[config.mk]
export PLATFORM = sky130hd
export DESIGN_NAME = hexcnt_chain
export DESIGN_NICKNAME = d
export VERILOG_FILES = /design/src/rtl/hexcnt_pkg.sv /design/src/rtl/hexcnt_ctrl.sv /design/src/rtl/hexcnt_stage.sv /design/src/rtl/hexcnt_chain.sv
export SDC_FILE = /design/constraint.sdc
export NUM_CORES = 1
export LEC_CHECK = 0
export BUFFER_PORTS_ARGS = -buffer_cell sky130_fd_sc_hd__buf_2
export CORE_MARGIN = 1
export CORE_UTILIZATION = 54
export CTS_BUF_LIST = sky130_fd_sc_hd__clkbuf_8 sky130_fd_sc_hd__clkbuf_16
export DETAILED_ROUTE_END_ITERATION = 12
export GPL_ROUTABILITY_DRIVEN = 0
export PLACE_DENSITY = 0.9
export SKIP_LAST_GASP = 1
export SLEW_MARGIN = 25
export SYNTH_ARGS = -nofsm -noshare
export SYNTH_HDL_FRONTEND = slang
export SYNTH_SLANG_ARGS = --single-unit
export TNS_END_PERCENT = 50
[constraint.sdc]
create_clock -name clk -period 6.1 [get_ports clk]
set_input_delay 0.61 -clock clk [delete_from_list [all_inputs] [get_ports clk]]
set_output_delay 0.61 -clock clk [all_outputs]
set_load 0.03 [all_outputs]
[src/rtl/hexcnt_pkg.sv]
package hexcnt_pkg;
  typedef enum logic [1:0] {
    MODE_LOAD = 2'b00,
    MODE_UP   = 2'b01,
    MODE_DOWN = 2'b10,
    MODE_STOP = 2'b11
  } mode_e;
endpackage

[src/rtl/hexcnt_ctrl.sv]
module hexcnt_ctrl
  import hexcnt_pkg::*;
#(
  parameter int W = 4
) (
  input  logic [1:0]   mode_sel,
  input  logic         cin_n,
  input  logic [W-1:0] cnt,
  input  logic [W-1:0] din,
  output logic [W-1:0] nxt,
  output logic         cout_n
);
  localparam logic [W-1:0] TOP = {W{1'b1}};
  mode_e m;
  assign m = mode_e'(mode_sel);

  always_comb begin
    nxt = cnt;
    unique case (m)
      MODE_LOAD: nxt = din;
      MODE_UP:   if (!cin_n) nxt = cnt + 1'b1;
      MODE_DOWN: if (!cin_n) nxt = cnt - 1'b1;
      default:   nxt = cnt;
    endcase
  end

  always_comb begin
    cout_n = 1'b1;
    if (m == MODE_LOAD) cout_n = 1'b0;
    else if (!cin_n && m == MODE_UP && cnt == TOP) cout_n = 1'b0;
    else if (!cin_n && m == MODE_DOWN && cnt == '0) cout_n = 1'b0;
  end

  // stop mode never pulls the carry output low
  always_comb begin
    if (m == MODE_STOP) a_stop_cout_r6: assert (cout_n == 1'b1);
  end
endmodule

[src/rtl/hexcnt_stage.sv]
module hexcnt_stage #(
  parameter int W = 4
) (
  input  logic         clk,
  input  logic         rst,
  input  logic [1:0]   mode_sel,
  input  logic         cin_n,
  input  logic [W-1:0] din,
  output logic [W-1:0] q,
  output logic         cout_n
);
  logic [W-1:0] nxt;

  hexcnt_ctrl #(.W(W)) u_ctrl (
    .mode_sel(mode_sel), .cin_n(cin_n), .cnt(q), .din(din),
    .nxt(nxt), .cout_n(cout_n)
  );

  always_ff @(posedge clk) begin
    if (rst) q <= '0;
    else     q <= nxt;
  end

  p_load_r1: assert property (@(posedge clk) disable iff (rst)
    mode_sel == 2'b00 |=> q == $past(din));
  p_up_r2: assert property (@(posedge clk) disable iff (rst)
    (mode_sel == 2'b01 && !cin_n) |=> q == $past(q) + 1'b1);
  p_down_r3: assert property (@(posedge clk) disable iff (rst)
    (mode_sel == 2'b10 && !cin_n) |=> q == $past(q) - 1'b1);
  p_inhibit_r4: assert property (@(posedge clk) disable iff (rst)
    (mode_sel[1] != mode_sel[0] && cin_n) |=> $stable(q));
  p_stop_r5: assert property (@(posedge clk) disable iff (rst)
    mode_sel == 2'b11 |=> $stable(q));
  p_reset_r8: assert property (@(posedge clk)
    rst |=> q == '0);
endmodule

[src/rtl/hexcnt_chain.sv]
module hexcnt_chain #(
  parameter int STAGES = 3,
  parameter int NIB    = 4
) (
  input  logic                  clk,
  input  logic                  rst,
  input  logic [1:0]            mode_sel,
  input  logic                  cin_n,
  input  logic [STAGES*NIB-1:0] load_val,
  output logic [STAGES*NIB-1:0] count,
  output logic                  cout_n
);
  localparam int TW = STAGES * NIB;
  logic [STAGES:0] carry_n;
  assign carry_n[0] = cin_n;

  for (genvar k = 0; k < STAGES; k++) begin : g_stage
    hexcnt_stage #(.W(NIB)) u_stage (
      .clk(clk), .rst(rst), .mode_sel(mode_sel),
      .cin_n(carry_n[k]),
      .din(load_val[k*NIB +: NIB]),
      .q(count[k*NIB +: NIB]),
      .cout_n(carry_n[k+1])
    );
  end

  assign cout_n = carry_n[STAGES];

  p_chain_up_r7: assert property (@(posedge clk) disable iff (rst)
    (mode_sel == 2'b01 && !cin_n) |=> count == TW'($past(count) + 1'b1));
  p_chain_down_r7: assert property (@(posedge clk) disable iff (rst)
    (mode_sel == 2'b10 && !cin_n) |=> count == TW'($past(count) - 1'b1));
endmodule

======== After elaboration in Yosys (flattened, before gate mapping) ========
Cells that the tools add are included.
word-level totals
  register bits ........................... 12
  output and inout bits ................... 13
  bits of input ports ..................... 17
  logic and storage cells ................. 61
cells by class
  $add $sub $neg .......................... 6
  reduce and logical (&&, ||, !) cells .... 23
  equal/unequal tests ..................... 11
  mux-type cells .......................... 18
operators by type and width
  cell                                               count
  one-hot mux 4 bit (3 select lines)                 3
  2-to-1 mux 4 bit                                   6
  adder 4 x 1 -> 4 bit (second input constant)       3
  == test 4 bit (second input constant)              3
  logical AND 1 bit                                  12
  zero test 4 bit                                    3
  inequality test 2 bit (second input constant)      6
  subtractor 4 x 1 -> 4 bit (second input constant)  3
  2-to-1 mux 1 bit                                   9
  AND reduction 3 bit                                3
  zero test 1 bit                                    3
  nonzero test 3 bit                                 1
  == test 2 x 1 -> 1 bit (second input constant)     1
  == test 2 bit (second input constant)              1
  zero test 2 bit                                    1

======== Longest topological paths before layout ========
Gate-level depths: netlist (run 1).
  depth after elaboration ................. 18
  gate-level depth with buffers ........... 9

======== Cells and area by module ========
A second synthesis (run 1) with hierarchy kept.
second synthesis, totals
  cell total of the unflattened synthesis .. 153
  area total of the unflattened synthesis .. 1204.9 um^2
by module, submodules not included
  module        area each (um^2)  cells each  times used  sequential area each (um^2)
  hexcnt_ctrl   296.5             43          3           0.0
  hexcnt_stage  105.1             8           3           80.1

======== Least setup slack after synthesis (run 1) ========
Ideal clock, no wire load.
  path kind ............................... input to output
  start point ............................. in mode_sel[0]
  end point ............................... out cout_n
  stages .................................. 7
  required time ........................... 5.490 ns
  arrival time ............................ 2.116 ns
  setup slack ............................. 3.374 ns
  path through ............................ inv_1 > ha_1 > buf_2 > nor2b_1 > a32oi_1 > nor2_1 > a21oi_1
on the way
  word-level cells in the longest chain between the ends .. 18
  elaborated cells between the ends (all ways) .. 26
  classes of those cells .................. eq/ne (2); mux (9); reduce/logical (15)
ends and longest elaborated chain
  element                          RTL line                              RTL
  start: declaration               hexcnt_chain.sv:7                     input logic [1:0] mode_sel,
  == test 2 bit                    hexcnt_ctrl.sv:31                     else if (!cin_n && m == MODE_DOWN && cnt == '0) cout_n = 1'b0;
  logical AND 1 bit (2 in series)  hexcnt_ctrl.sv:31
  2-to-1 mux 1 bit                 hexcnt_ctrl.sv:31
  2-to-1 mux 1 bit                 hexcnt_ctrl.sv:30                     else if (!cin_n && m == MODE_UP && cnt == TOP) cout_n = 1'b0;
  2-to-1 mux 1 bit                 hexcnt_ctrl.sv:29                     if (m == MODE_LOAD) cout_n = 1'b0;
  zero test 1 bit                  hexcnt_ctrl.sv:30, hexcnt_ctrl.sv:31
  logical AND 1 bit (2 in series)  hexcnt_ctrl.sv:31
  2-to-1 mux 1 bit                 hexcnt_ctrl.sv:31
  2-to-1 mux 1 bit                 hexcnt_ctrl.sv:30
  2-to-1 mux 1 bit                 hexcnt_ctrl.sv:29
  zero test 1 bit                  hexcnt_ctrl.sv:30, hexcnt_ctrl.sv:31
  logical AND 1 bit (2 in series)  hexcnt_ctrl.sv:31
  2-to-1 mux 1 bit                 hexcnt_ctrl.sv:31
  2-to-1 mux 1 bit                 hexcnt_ctrl.sv:30
  2-to-1 mux 1 bit (*)             hexcnt_ctrl.sv:29
  end: declaration                 hexcnt_chain.sv:11                    output logic cout_n
Mark *: on every way between the ends. The rest lies on a longest branch, timed or not.

======== Worst setup path in the final report (run 1) ========
Ends and elaborated chain as after synthesis.

==> reports/summary.md, run 1 <==
Entering global routing, the biggest net connects 17 pins. The critical path in this run is classified as in -> out. Counting cells, the worst reg-to-reg path comes to 5. The number of clock buffers added by TritonCTS is 3. The commonest cells after synthesis are sky130_fd_sc_hd__a21oi_1 (16), sky130_fd_sc_hd__dfxtp_1 (12), sky130_fd_sc_hd__nor2_1 (12), sky130_fd_sc_hd__ha_1 (10), sky130_fd_sc_hd__xnor2_1 (7).

The post-route clock period utilization works out to 0.454. The dominant register cell in the synthesized netlist is sky130_fd_sc_hd__dfxtp_1. In this run the worst hold path is classified as reg -> reg.

The tools report the post-synthesis cell type count as 35. In the final routed layout, each cell accounts on average for 12.7 um. For this run, design rule violations remaining after detail routing come to 0.

The number of flip-flops under the largest register name works out to 12. In the final layout, the registers with the most flip-flops are g_stage.u_stage.q x12. Setup violations remaining at the end of the flow were counted as 0. The worst register-to-register path begins at g_stage[0].u_stage.q[0]. TritonCTS built the clock tree. After clock tree synthesis, the repair step resized 0 gates. Clock tree synthesis selected as its root buffer the cell sky130_fd_sc_hd__clkbuf_8. Net switching fraction of the power: 0.365. Destination of the worst register-to-register timing path: g_stage[1].u_stage.q[0]. After layout, the minimum clock period comes to 2.77 ns. The detailed router put a total of 1070 um of wire on met1. In this run the power spent charging and discharging nets is 0.111 mW. The proportion of synthesized chip area in sequential cells is 0.238, and the number of buffers on the longest clock path is 2. Among all cell types in the netlist, the one instantiated most often is sky130_fd_sc_hd__a21oi_1.

Start point of the worst min-delay path: g_stage[2].u_stage.q[3]. In this run the core area contains 15 standard-cell rows. 0 antenna diodes ended up in the layout. Before CTS, the worst setup slack after placement is 3.30 ns. In the detailed route, the total length drawn on met3 is 76 um.

The setup slack after layout is 3.33 ns. The logs give 1750 um^2 for the core outline area and 361 MHz for the maximum operating frequency. Endpoint with the worst hold slack: g_stage[2].u_stage.q[3]. The die is 45.2 um wide. The mapped netlist covers 1010 um^2. The leakage power of the design came out at 0.585 nW. The count of synthesis-stage warnings from yosys was 0; the clock group share of total power was 0.291. VDD sags by at most 0.244 mV. The number of setup buffers added after CTS is 0.

The run gives 177 as the final layout net count. The routed design has 2170 um of wire. The flip-flop and latch count after synthesis is 12, and the hold buffer count at CTS is 0. The initial antenna violation count is 0. The normalized max-slew margin was 0.542; the overall power was 0.304 mW. The combinational cell fraction of total power was 0.365. In this run the tool buffered the top-level ports with 29 buffer cells. The tools report the endpoint class of the critical path as a primary output.

30 I/O pins were placed. The run gives 0.343 as the sequential share of power. Of all nets on the critical path, the largest fanout is 16. Cell internal power was estimated by the tool at 0.193 mW.

The required time of the critical path is 5.49 ns, and the count of mapped cells out of synthesis is 119. The logs give 1010 um for the met2 wirelength from detailed routing and 4.27 ns for the minimum setup slack among reg-to-reg paths. After synthesis, the cell types taking the most area are sky130_fd_sc_hd__dfxtp_1 (24%), sky130_fd_sc_hd__ha_1 (12%), sky130_fd_sc_hd__a21oi_1 (7.9%). The most area-hungry cell type in the Yosys netlist is sky130_fd_sc_hd__dfxtp_1. The signal arrival time at the worst endpoint is 2.16 ns.

For the first-pass detailed-route iteration total, the log shows 4. The synthesis-to-layout area growth is 20.6%, and the number of vias after detailed routing is 959. Summed over all layers, the global routing overflow is 0. Final design utilization: 0.697. The number of H-tree levels is 1. The die is 45.2 um tall.

The worst setup path is launched from an input pin. Setup repair after global routing left no endpoint under its margin. Count of pins over their slew limit: 0.

Dividing the detail-routed via count by the number of cells gives 5.61. The first global-routing pass estimated 3520 um of wire. The number of maximum-capacitance violations came out at 0. The largest register by flop count is g_stage.u_stage.q.

The clock skew after layout came out at 0.00546 ns. Ratio of cells with drive above 1 in the final layout: 0.274. Via count of the first global-routing pass: 797. The tree built by TritonCTS fans out to 12 sinks. The worst hold path passes through 2 cells. Clock-pin slew was measured on the worst setup and hold paths at 0.06 ns.

The number of endpoints with negative hold slack in the final report is 0. For the total die area, the log shows 2050 um^2. The final setup TNS is 0 ns, and the mean post-synth cell area is 8.49 um^2. Counting every net in the synthesized netlist gives 149. The effective utilization at floorplan came out at 0.578. The post-detailed-route count of antenna-violating nets came out at 0. The actual transition at the worst max-transition pin was 0.687 ns. The wire-length estimate of the detail-placed layout is 1610 um. In this run, synthesis inferred 0 flip-flops with an integrated enable. Power spread over the standard cell area amounts to 249 nW/um^2.

The uppermost metal layer occupied by signal nets was met4. The tools report the global-route total usage across every layer as 0.237. The run finished with clean final reports. After the first detailed-routing iteration, the DRC count stood at 7.

Fraction of synthesized cell area taken by the top area cell type: 0.238. For the worst-skew pair, the clock arrives at the later sink with an insertion delay of 0.24 ns. The share of synthesized flip-flops with an asynchronous set or reset came out at 0.
[critical path, cell delays in order]
cell	delay, ns
sky130_fd_sc_hd__buf_2	0.11
sky130_fd_sc_hd__inv_1	0.06
sky130_fd_sc_hd__ha_1	0.44
sky130_fd_sc_hd__nor2b_1	0.25
sky130_fd_sc_hd__a32oi_1	0.27
sky130_fd_sc_hd__nor2_1	0.07
sky130_fd_sc_hd__a21oi_1	0.14
sky130_fd_sc_hd__buf_2	0.21
[routing by layer]
| metal | vias up | global-route usage |
|---|---|---|
| met4 | 0 | 0.0545 |
| met2 | 23 | 0.414 |
| met1 | 444 | 0.302 |
| li1 | 490 | - |
| met5 | - | 0 |
| met3 | 2 | 0.0400 |
[logic make-up (layout without fill, tap and decap cells)]
logic type / Yosys count / after routing / synth area share
XOR/XNOR: 8 / 8 / 0.0694
AO/OA/AOI/OAI: 36 / 36 / 0.234
multiplexers: 5 / 5 / 0.0496
AND/OR/NAND/NOR: 35 / 35 / 0.187
buffers and inverters: 10 / 37 / 0.0384
adder cells (fa/ha/maj): 13 / 13 / 0.183
flip-flops: 12 / 12 / 0.238
[final cells by class]
| cell class | count | area [um^2] |
|---|---|---|
| Multi-Input combinational cell | 97 | 731 |
| Fill cell | 145 | 528 |
| Sequential cell | 12 | 240 |
| Timing Repair Buffer | 29 | 145 |
| Clock buffer | 4 | 55.1 |
| Tap cell | 25 | 31.3 |
| Inverter | 4 | 15.0 |
[placed cells by master, fill, tap and decap left out, drive strengths merged, types with 3 or more instances in the layout]
master	n
dfxtp	12
a21oi	16
nor4	3
nor2	12
mux2i	5
o21ai	5
xnor2	7
buf	29
fa	3
or2	3
inv	4
clkbuf	4
nand2	5
ha	10
a21o	4
[power groups by stage]
stage | Combinational (mW) | Clock, mW | Sequential, mW
final | 0.111 | 0.0884 | 0.104
after global routing | 0.122 | 0.0927 | 0.107
after CTS | 0.111 | 0.0890 | 0.104
after detailed placement | 0.110 | 0 | 0.106
after global placement | 0.107 | 0 | 0.105
after floorplan | 0.0645 | 0 | 0.122
[metrics by stage]
stage          area (um^2)  instances  hold slack (ns)
2_1_floorplan         1010        119            0.641
3_3_place_gp          1160        167            0.511
3_5_place_dp          1160        167            0.539
4_1_cts               1220        171            0.550
5_1_grt               1220        171            0.586
6_report              1220        171            0.548
[how the worst max path moves through the flow]
stage,cells after the start,slack (ns),start,to
after floorplan,7,3.37,mode_sel[0],cout_n
after global placement,8,3.41,mode_sel[0],cout_n
after detailed placement,9,3.30,mode_sel[0],g_stage[2].u_stage.q[3]
after CTS,8,3.33,mode_sel[0],cout_n
after global routing,8,3.20,mode_sel[0],cout_n
final,8,3.33,mode_sel[0],cout_n
Power figures use the tool's default switching activity.
==> run 2, diff against run 1 <==
--- a/config.mk
+++ b/config.mk
@@ -6,12 +6,13 @@
 export NUM_CORES = 1
 export LEC_CHECK = 0
 export BUFFER_PORTS_ARGS = -buffer_cell sky130_fd_sc_hd__buf_2
+export CORE_ASPECT_RATIO = 1.5
 export CORE_MARGIN = 1
-export CORE_UTILIZATION = 54
+export CORE_UTILIZATION = 50
 export CTS_BUF_LIST = sky130_fd_sc_hd__clkbuf_8 sky130_fd_sc_hd__clkbuf_16
 export DETAILED_ROUTE_END_ITERATION = 12
 export GPL_ROUTABILITY_DRIVEN = 0
-export PLACE_DENSITY = 0.9
+export PLACE_DENSITY = 0.85
 export SKIP_LAST_GASP = 1
 export SLEW_MARGIN = 25
 export SYNTH_ARGS = -nofsm -noshare
==> constraint.sdc (replaced) <==
create_clock -name clk -period 2.75 [get_ports clk]
set_input_delay 0.275 -clock clk [delete_from_list [all_inputs] [get_ports clk]]
set_output_delay 0.275 -clock clk [all_outputs]
set_load 0.03 [all_outputs]
==> reports/summary.md, run 2 (synthesized netlist as in run 1, its figures left out) <==
Clock tree synthesis inserted a total of 3 buffers. For this block, the initial DRC count from the detailed router was 16. The count of pins over their slew limit was 0.

The analysis attributes to cell leakage a power of 0.595 nW. Detailed-route DRC error count: 0. Endpoint with the worst hold slack: g_stage[0].u_stage.q[0]. After detailed placement, the design holds a cell count of 165. In this run the post-CTS setup repair buffer count came out at 0.

Pin placement for this block handled 30 I/O pins. The largest net degree at the start of global routing is 16. The kind of cell adding the most delay to the critical path was buffers and inverters. The run gives 0.522 ns as the setup slack after layout. The library cells used most frequently in the layout, excluding fill and tap cells, are sky130_fd_sc_hd__buf_2 (29), sky130_fd_sc_hd__a21oi_1 (16), sky130_fd_sc_hd__nor2_1 (12), sky130_fd_sc_hd__dfxtp_1 (12), sky130_fd_sc_hd__ha_1 (10). The critical path in this run is classified as in -> out. In this run, post-CTS hold repair placed 0 buffers.

In the final layout, the registers with the most flip-flops are g_stage.u_stage.q x12. Leaving out filler cells and counting taps, the final layout contains 169. In this run the worst path has a maximum fanout of 9. The number of H-tree levels was 1. Counting both buffers and inverters, the worst setup path holds a total of 4.

For the final setup TNS, the log shows 0 ns. Number of vias after detailed routing: 991. The via count of the first global-routing pass was 898; the final setup violation count was 0.

The initial antenna violation count was 0. In this run the power density over the cells is 556 nW/um^2. Clock skew after layout: 0.00285 ns. The net count of the finished layout is 179. The first-pass detailed-route iteration total was 4; the number of flip-flops under the largest register name was 12. In the final routed layout, each cell accounts on average for 14.2 um. The cell sitting at the root of the clock tree is a sky130_fd_sc_hd__clkbuf_8. The depth of the worst register-to-register path is 5. From synthesis to final layout, the design area changed by 21.6%. Subtracting the final worst setup slack from the clock period gives 2.23 ns. The maximum operating frequency is 449 MHz.

Post-route clock period utilization: 0.810. The worst setup path is captured at a primary output. The placement-stage cell area was 1170 um^2. For the required time of the critical path, the log shows 2.48 ns. During placement, the flow inserted port buffers numbering 29. After detailed routing, the number of vias per cell comes to 5.86.

Clock latency on the worst-skew pair, taken at its later pin, is 0.24 ns. Counting instances, the worst hold path has a depth of 3. The number of maximum-capacitance violations is 0, and the width of the die is 38.7 um.

The tools report the final design utilization as 0.662. 0 antenna diodes ended up in the layout. STA classifies the critical path startpoint as an input pin.

The tools report the number of endpoints with negative hold slack in the final report as 0. The worst register-to-register path ends at g_stage[1].u_stage.q[0]. The run gives 0 as the overflow left after global routing. The start point of the worst min-delay path is load_val[0].

The initialized floorplan defines 19 standard-cell rows. The critical path's largest stage delay works out to 0.34 ns. The total area inside the core boundary comes to 1850 um^2. The total die area is 2210 um^2. For the pin with the worst max-slew slack, the measured transition is 0.548 ns. After routing the design area is 1230 um^2. In this run the register-to-register setup slack is 0.88 ns. The effective utilization at floorplan was 0.545. The startpoint identified for the worst register-to-register timing path is g_stage[0].u_stage.q[0]. The global-route total usage across every layer was 0.243. The die is 57.0 um tall. The number of gates resized after CTS was 0. Type of the most critical hold path: in -> reg.

The first global-routing pass estimated 3910 um of wire. For the overall power, the log shows 0.682 mW. Walking the worst path, the cells encountered are buf_2 -> inv_1 -> ha_1 -> buf_4 -> nor2b_1 -> a32oi_1 -> nor2_1 -> a21oi_1 -> buf_2. Most common cell after layout, fill and taps aside: sky130_fd_sc_hd__buf_2. The smallest hold slack came out at 0.315 ns. Post-detailed-route count of antenna-violating nets: 0. The normalized max-slew margin was 0.635. OpenSTA, run right after detailed placement, puts the worst setup slack at 0.418 ns.

The critical-path cell with the highest stage delay was sky130_fd_sc_hd__ha_1. TritonCTS built the clock tree. For the worst setup path, the data arrival time is 1.95 ns. The clock-pin slew of the registers on the worst-case setup and hold paths works out to 0.06 ns. IR analysis of the VDD net gives a maximum drop of 0.348 mV. The ratio of cells with drive above 1 in the final layout is 0.284, and the number of clock sinks seen by CTS is 12. The HPWL after detailed placement is 1770 um.

More flip-flops sit in one register than any other, and that register is g_stage.u_stage.q. Setup repair after global routing left no endpoint under its margin. The routed wire length is 2400 um, and the layout filler cell count is 153. Among the stages of the critical path, the cell type that occurs most often is sky130_fd_sc_hd__buf_2. The longest clock path from root to sink contains 2 buffers. The run finished with clean final reports.
## run 2: cell count changes in the layout (fill, tap and decap cells not counted), sizes merged
cell / previous run / this run
buf: 29 / 31
## run 2: area by class of cell
cell class,instances,area (um^2),area share
Clock buffer,4,55.1,0.0449
Inverter,4,15.0,0.0122
Multi-Input combinational cell,97,731,0.595
Sequential cell,12,240,0.196
Tap cell,21,26.3,0.0214
Timing Repair Buffer,31,160,0.130
## run 2: worst register-to-register path: stages, from the launching register on
cell                       delay, ns
sky130_fd_sc_hd__dfxtp_1        0.46
sky130_fd_sc_hd__and4_2         0.26
sky130_fd_sc_hd__a32oi_1        0.16
sky130_fd_sc_hd__a21oi_1        0.48
sky130_fd_sc_hd__a21oi_1        0.13
sky130_fd_sc_hd__a311oi_1       0.28
## run 2: per-layer routing
| layer | vias up | part of all wire | routed length (um) | track usage |
|---|---|---|---|---|
| met5 | - | 0 | 0 | 0 |
| met4 | 0 | 0.021 | 51 | 0.118 |
| met3 | 7 | 0.051 | 123 | 0.0350 |
| met2 | 38 | 0.51 | 1220 | 0.405 |
| met1 | 454 | 0.42 | 1000 | 0.291 |
| li1 | 492 | - | - | - |
## run 2: report_power, final
group          internal, mW  leakage, nW  total, mW  switching (mW)
Sequential            0.196       0.0994      0.233          0.0366
Combinational         0.107        0.467      0.251           0.144
Clock                 0.127       0.0288      0.198          0.0716
## run 2: how the worst max path moves through the flow
stage / start / to / slack, ns / cells past startpoint
2_1_floorplan: mode_sel[0] / cout_n / 0.69 / 7
3_3_place_gp: mode_sel[0] / g_stage[2].u_stage.q[0] / 0.58 / 9
3_5_place_dp: mode_sel[0] / g_stage[1].u_stage.q[0] / 0.42 / 9
4_1_cts: mode_sel[0] / cout_n / 0.54 / 9
5_1_grt: mode_sel[0] / cout_n / 0.39 / 9
6_report: mode_sel[0] / cout_n / 0.52 / 9
==> run 3, diff against run 2 <==
--- a/config.mk
+++ b/config.mk
@@ -5,14 +5,15 @@
 export SDC_FILE = /design/constraint.sdc
 export NUM_CORES = 1
 export LEC_CHECK = 0
+export ABC_AREA = 1
 export BUFFER_PORTS_ARGS = -buffer_cell sky130_fd_sc_hd__buf_2
 export CORE_ASPECT_RATIO = 1.5
 export CORE_MARGIN = 1
-export CORE_UTILIZATION = 50
+export CORE_UTILIZATION = 46
 export CTS_BUF_LIST = sky130_fd_sc_hd__clkbuf_8 sky130_fd_sc_hd__clkbuf_16
 export DETAILED_ROUTE_END_ITERATION = 12
 export GPL_ROUTABILITY_DRIVEN = 0
-export PLACE_DENSITY = 0.85
+export PLACE_DENSITY = 0.81
 export SKIP_LAST_GASP = 1
 export SLEW_MARGIN = 25
 export SYNTH_ARGS = -nofsm -noshare
==> constraint.sdc (replaced) <==
create_clock -name clk -period 1.93 [get_ports clk]
set_input_delay 0.193 -clock clk [delete_from_list [all_inputs] [get_ports clk]]
set_output_delay 0.193 -clock clk [all_outputs]
set_load 0.03 [all_outputs]
==> reports/summary.md, run 3 <==
The count of pins over their slew limit came out at 0. The type of the most critical hold path was in -> reg. In this run the count of I/O pins placed on the die edge is 30. In the synthesized netlist the dominant register cell turns out to be sky130_fd_sc_hd__dfxtp_1. The fraction of synthesized cell area taken by the top area cell type works out to 0.221.

Across the run, the number of max-cap violations was 0. The tools report the largest net degree at the start of global routing as 18. In the routed layout, each cell is associated on average with a via count of 5.33. For the overflow left after global routing, the log shows 0. Leaving out fill and tap cells, the most frequent cells in the layout are sky130_fd_sc_hd__nand2_1 (38), sky130_fd_sc_hd__buf_2 (29), sky130_fd_sc_hd__nor2_1 (28). The mean post-synth cell area is 6.58 um^2, and the final design utilization is 0.585.

The final critical-path required period was 1.74 ns. STA puts the critical path data required time at 1.74 ns. The run gives 0 ns as the final setup TNS. The total setup buffers inserted after CTS is 0, and the number of clock sinks seen by CTS is 12. The most area-hungry cell type in the Yosys netlist was sky130_fd_sc_hd__dfxtp_1. After clock tree synthesis, the clock-pin slew on the worst setup and hold paths is 0.06 ns.

The endpoint class of the critical path is a primary output. The final setup violation count was 0; the overall power was 0.937 mW. At the pin with the least slew margin, the transition time is 0.308 ns. The logs give 0 for the number of endpoints with negative hold slack in the final report and 0 for the post-detailed-route count of antenna-violating nets.

The via count of the first global-routing pass was 1107. The proportion of synthesized chip area in sequential cells came out at 0.221. Buffers inserted during clock tree synthesis total 3. The logs give 0.26 ns for the clock insertion delay at the later pin of the skew report and 25 for the DRC violation total after the first TritonRoute iteration.

The first detailed-routing pass took 4 iterations. The root buffer cell chosen for the clock tree is sky130_fd_sc_hd__clkbuf_8. Maximum operating frequency: 576 MHz. The first-pass GRT wire length is 4370 um. The layout filler cell count was 224; the total die area was 2560 um^2. The number of buffer cells added on primary ports was 29. The ratio of cells with drive above 1 in the final layout was 0.235. In this run the power density over the cells is 716 nW/um^2. Yosys printed 0 warnings. Number of H-tree levels: 1. Yosys instantiated no cell more often than sky130_fd_sc_hd__nand2_1. The average wire length per cell after detail routing was 11.9 um; the clock skew after layout was 0.0114 ns.

Summed over all layers, the routed wires come to 2610 um. Counting flops with a built-in enable in the synthesized netlist gives 0. The share of synthesized flip-flops with an asynchronous set or reset came out at 0. Detailed placement finished with a half-perimeter wire length of 2010 um.

The count of mapped cells out of synthesis was 165. The die is 61.5 um tall. The worst setup path is launched from an input pin.

Data on the critical path arrives at its endpoint at 1.54 ns. For the quantity of gates resized following cts, the log shows 0. The register with the most flip-flops in the layout has 12 of them.

The post-route clock period utilization is 0.900. Ranked by instance count, the synthesized netlist is headed by sky130_fd_sc_hd__nand2_1 (38), sky130_fd_sc_hd__nor2_1 (28), sky130_fd_sc_hd__a21oi_1 (14), sky130_fd_sc_hd__inv_1 (13), sky130_fd_sc_hd__nand3_1 (13). The detailed-route DRC error count is 0, and the synthesis-to-layout area growth is 20.4%.

The die is 41.7 um wide. Effective utilization at floorplan: 0.486. Peak ir drop on the vdd network: 0.457 mV.

The global-route total usage across every layer is 0.227. The flow ran to the end, and the final reports show no timing, DRC or antenna violations. Setup repair after global routing left no endpoint under its margin. The worst setup path category is in -> out. g_stage.u_stage.q holds more flip-flops than any other register. In this run the core area contains 21 standard-cell rows. Counting every net in the synthesized netlist gives 195. The floorplan step defined a core boundary enclosing 2230 um^2. The number of buffers on the longest clock path is 2.

The normalized max-slew margin is 0.794. After synthesis the netlist holds a flip-flop and latch count of 12. The final layout contains 228 nets.

Detailed routing inserted a total of 1168 vias. For this design the static power due to leakage is 0.693 nW. The hold buffer count at CTS was 0.

Along the worst path, the maximum fanout reaches 16. After synthesis, the netlist uses 23 different library cells. The library cell used most frequently in the layout, excluding fill and tap cells, is sky130_fd_sc_hd__nand2_1. The synthesized area was 1090 um^2.

The tools report the initial antenna violation count as 0. Ranked by total cell area, the synthesized netlist is headed by sky130_fd_sc_hd__dfxtp_1 (22%), sky130_fd_sc_hd__nand2_1 (13%), sky130_fd_sc_hd__ha_1 (12%). The largest registers in the layout are g_stage.u_stage.q x12. For the antenna diode instance count, the log shows 0.

TritonCTS built the clock tree.
-- run 3: cell families (layout without fill, tap and decap cells) --
family / after synthesis / after routing / synth area share
AO/OA/AOI/OAI: 27 / 27 / 0.126
adder cells (fa/ha/maj): 13 / 13 / 0.171
flip-flops: 12 / 12 / 0.221
XOR/XNOR: 5 / 5 / 0.0403
buffers and inverters: 19 / 50 / 0.0772
AND/OR/NAND/NOR: 89 / 89 / 0.365
-- run 3: final cells by class --
type                            instances  area [um^2]  share of cell area
Multi-Input combinational cell        134          762               0.583
Sequential cell                        12          240               0.184
Timing Repair Buffer                   31          173               0.132
Inverter                               16         62.6              0.0478
Clock buffer                            3         41.3              0.0316
Tap cell                               23         28.8              0.0220
-- run 3: critical path: stages --
cell and delay, ns:
sky130_fd_sc_hd__buf_2 0.12, sky130_fd_sc_hd__inv_1 0.08, sky130_fd_sc_hd__ha_1 0.20, sky130_fd_sc_hd__buf_12 0.17, sky130_fd_sc_hd__inv_4 0.03, sky130_fd_sc_hd__nor2_2 0.08
sky130_fd_sc_hd__nand3_2 0.07, sky130_fd_sc_hd__nand3_2 0.10, sky130_fd_sc_hd__nand2_2 0.08, sky130_fd_sc_hd__o21ai_0 0.17, sky130_fd_sc_hd__inv_1 0.06, sky130_fd_sc_hd__buf_2 0.17
-- run 3: stage by stage --
| stage | setup slack, ns | hold slack (ns) | cell area, um^2 | instances |
|---|---|---|---|---|
| after CTS | 0.184 | 0.181 | 1310 | 219 |
| final | 0.194 | 0.180 | 1310 | 219 |
| after detailed placement | 0.151 | 0.446 | 1270 | 216 |
| after global placement | 0.201 | 0.445 | 1270 | 216 |
| after floorplan | 0.300 | 0.262 | 1090 | 165 |
| after global routing | 0.0328 | 0.200 | 1310 | 219 |
-- run 3: layer usage --
layer / vias to the layer above / track usage / routed length [um]
met5: - / 0 / 0
met2: 23 / 0.435 / 1390
li1: 595 / - / -
met4: 0 / 0.166 / 90
met3: 9 / 0.0176 / 53
met1: 541 / 0.233 / 1080
-- run 3: final timing paths --
| check | start | endpoint | slack, ns | depth (start not counted) |
|---|---|---|---|---|
| max | mode_sel[0] | cout_n | 0.19 | 12 |
| min | rst | g_stage[1].u_stage.q[3] | 0.18 | 2 |
| max reg2reg | g_stage[2].u_stage.q[0] | g_stage[2].u_stage.q[2] | 0.46 | 7 |
| min reg2reg | g_stage[1].u_stage.q[3] | g_stage[1].u_stage.q[3] | 0.54 | 2 |
-- run 3: power by group --
group	total, mW	switching (mW)	internal [mW]
combinational	0.367	0.230	0.137
clock	0.245	0.107	0.138
sequential	0.325	0.0480	0.277
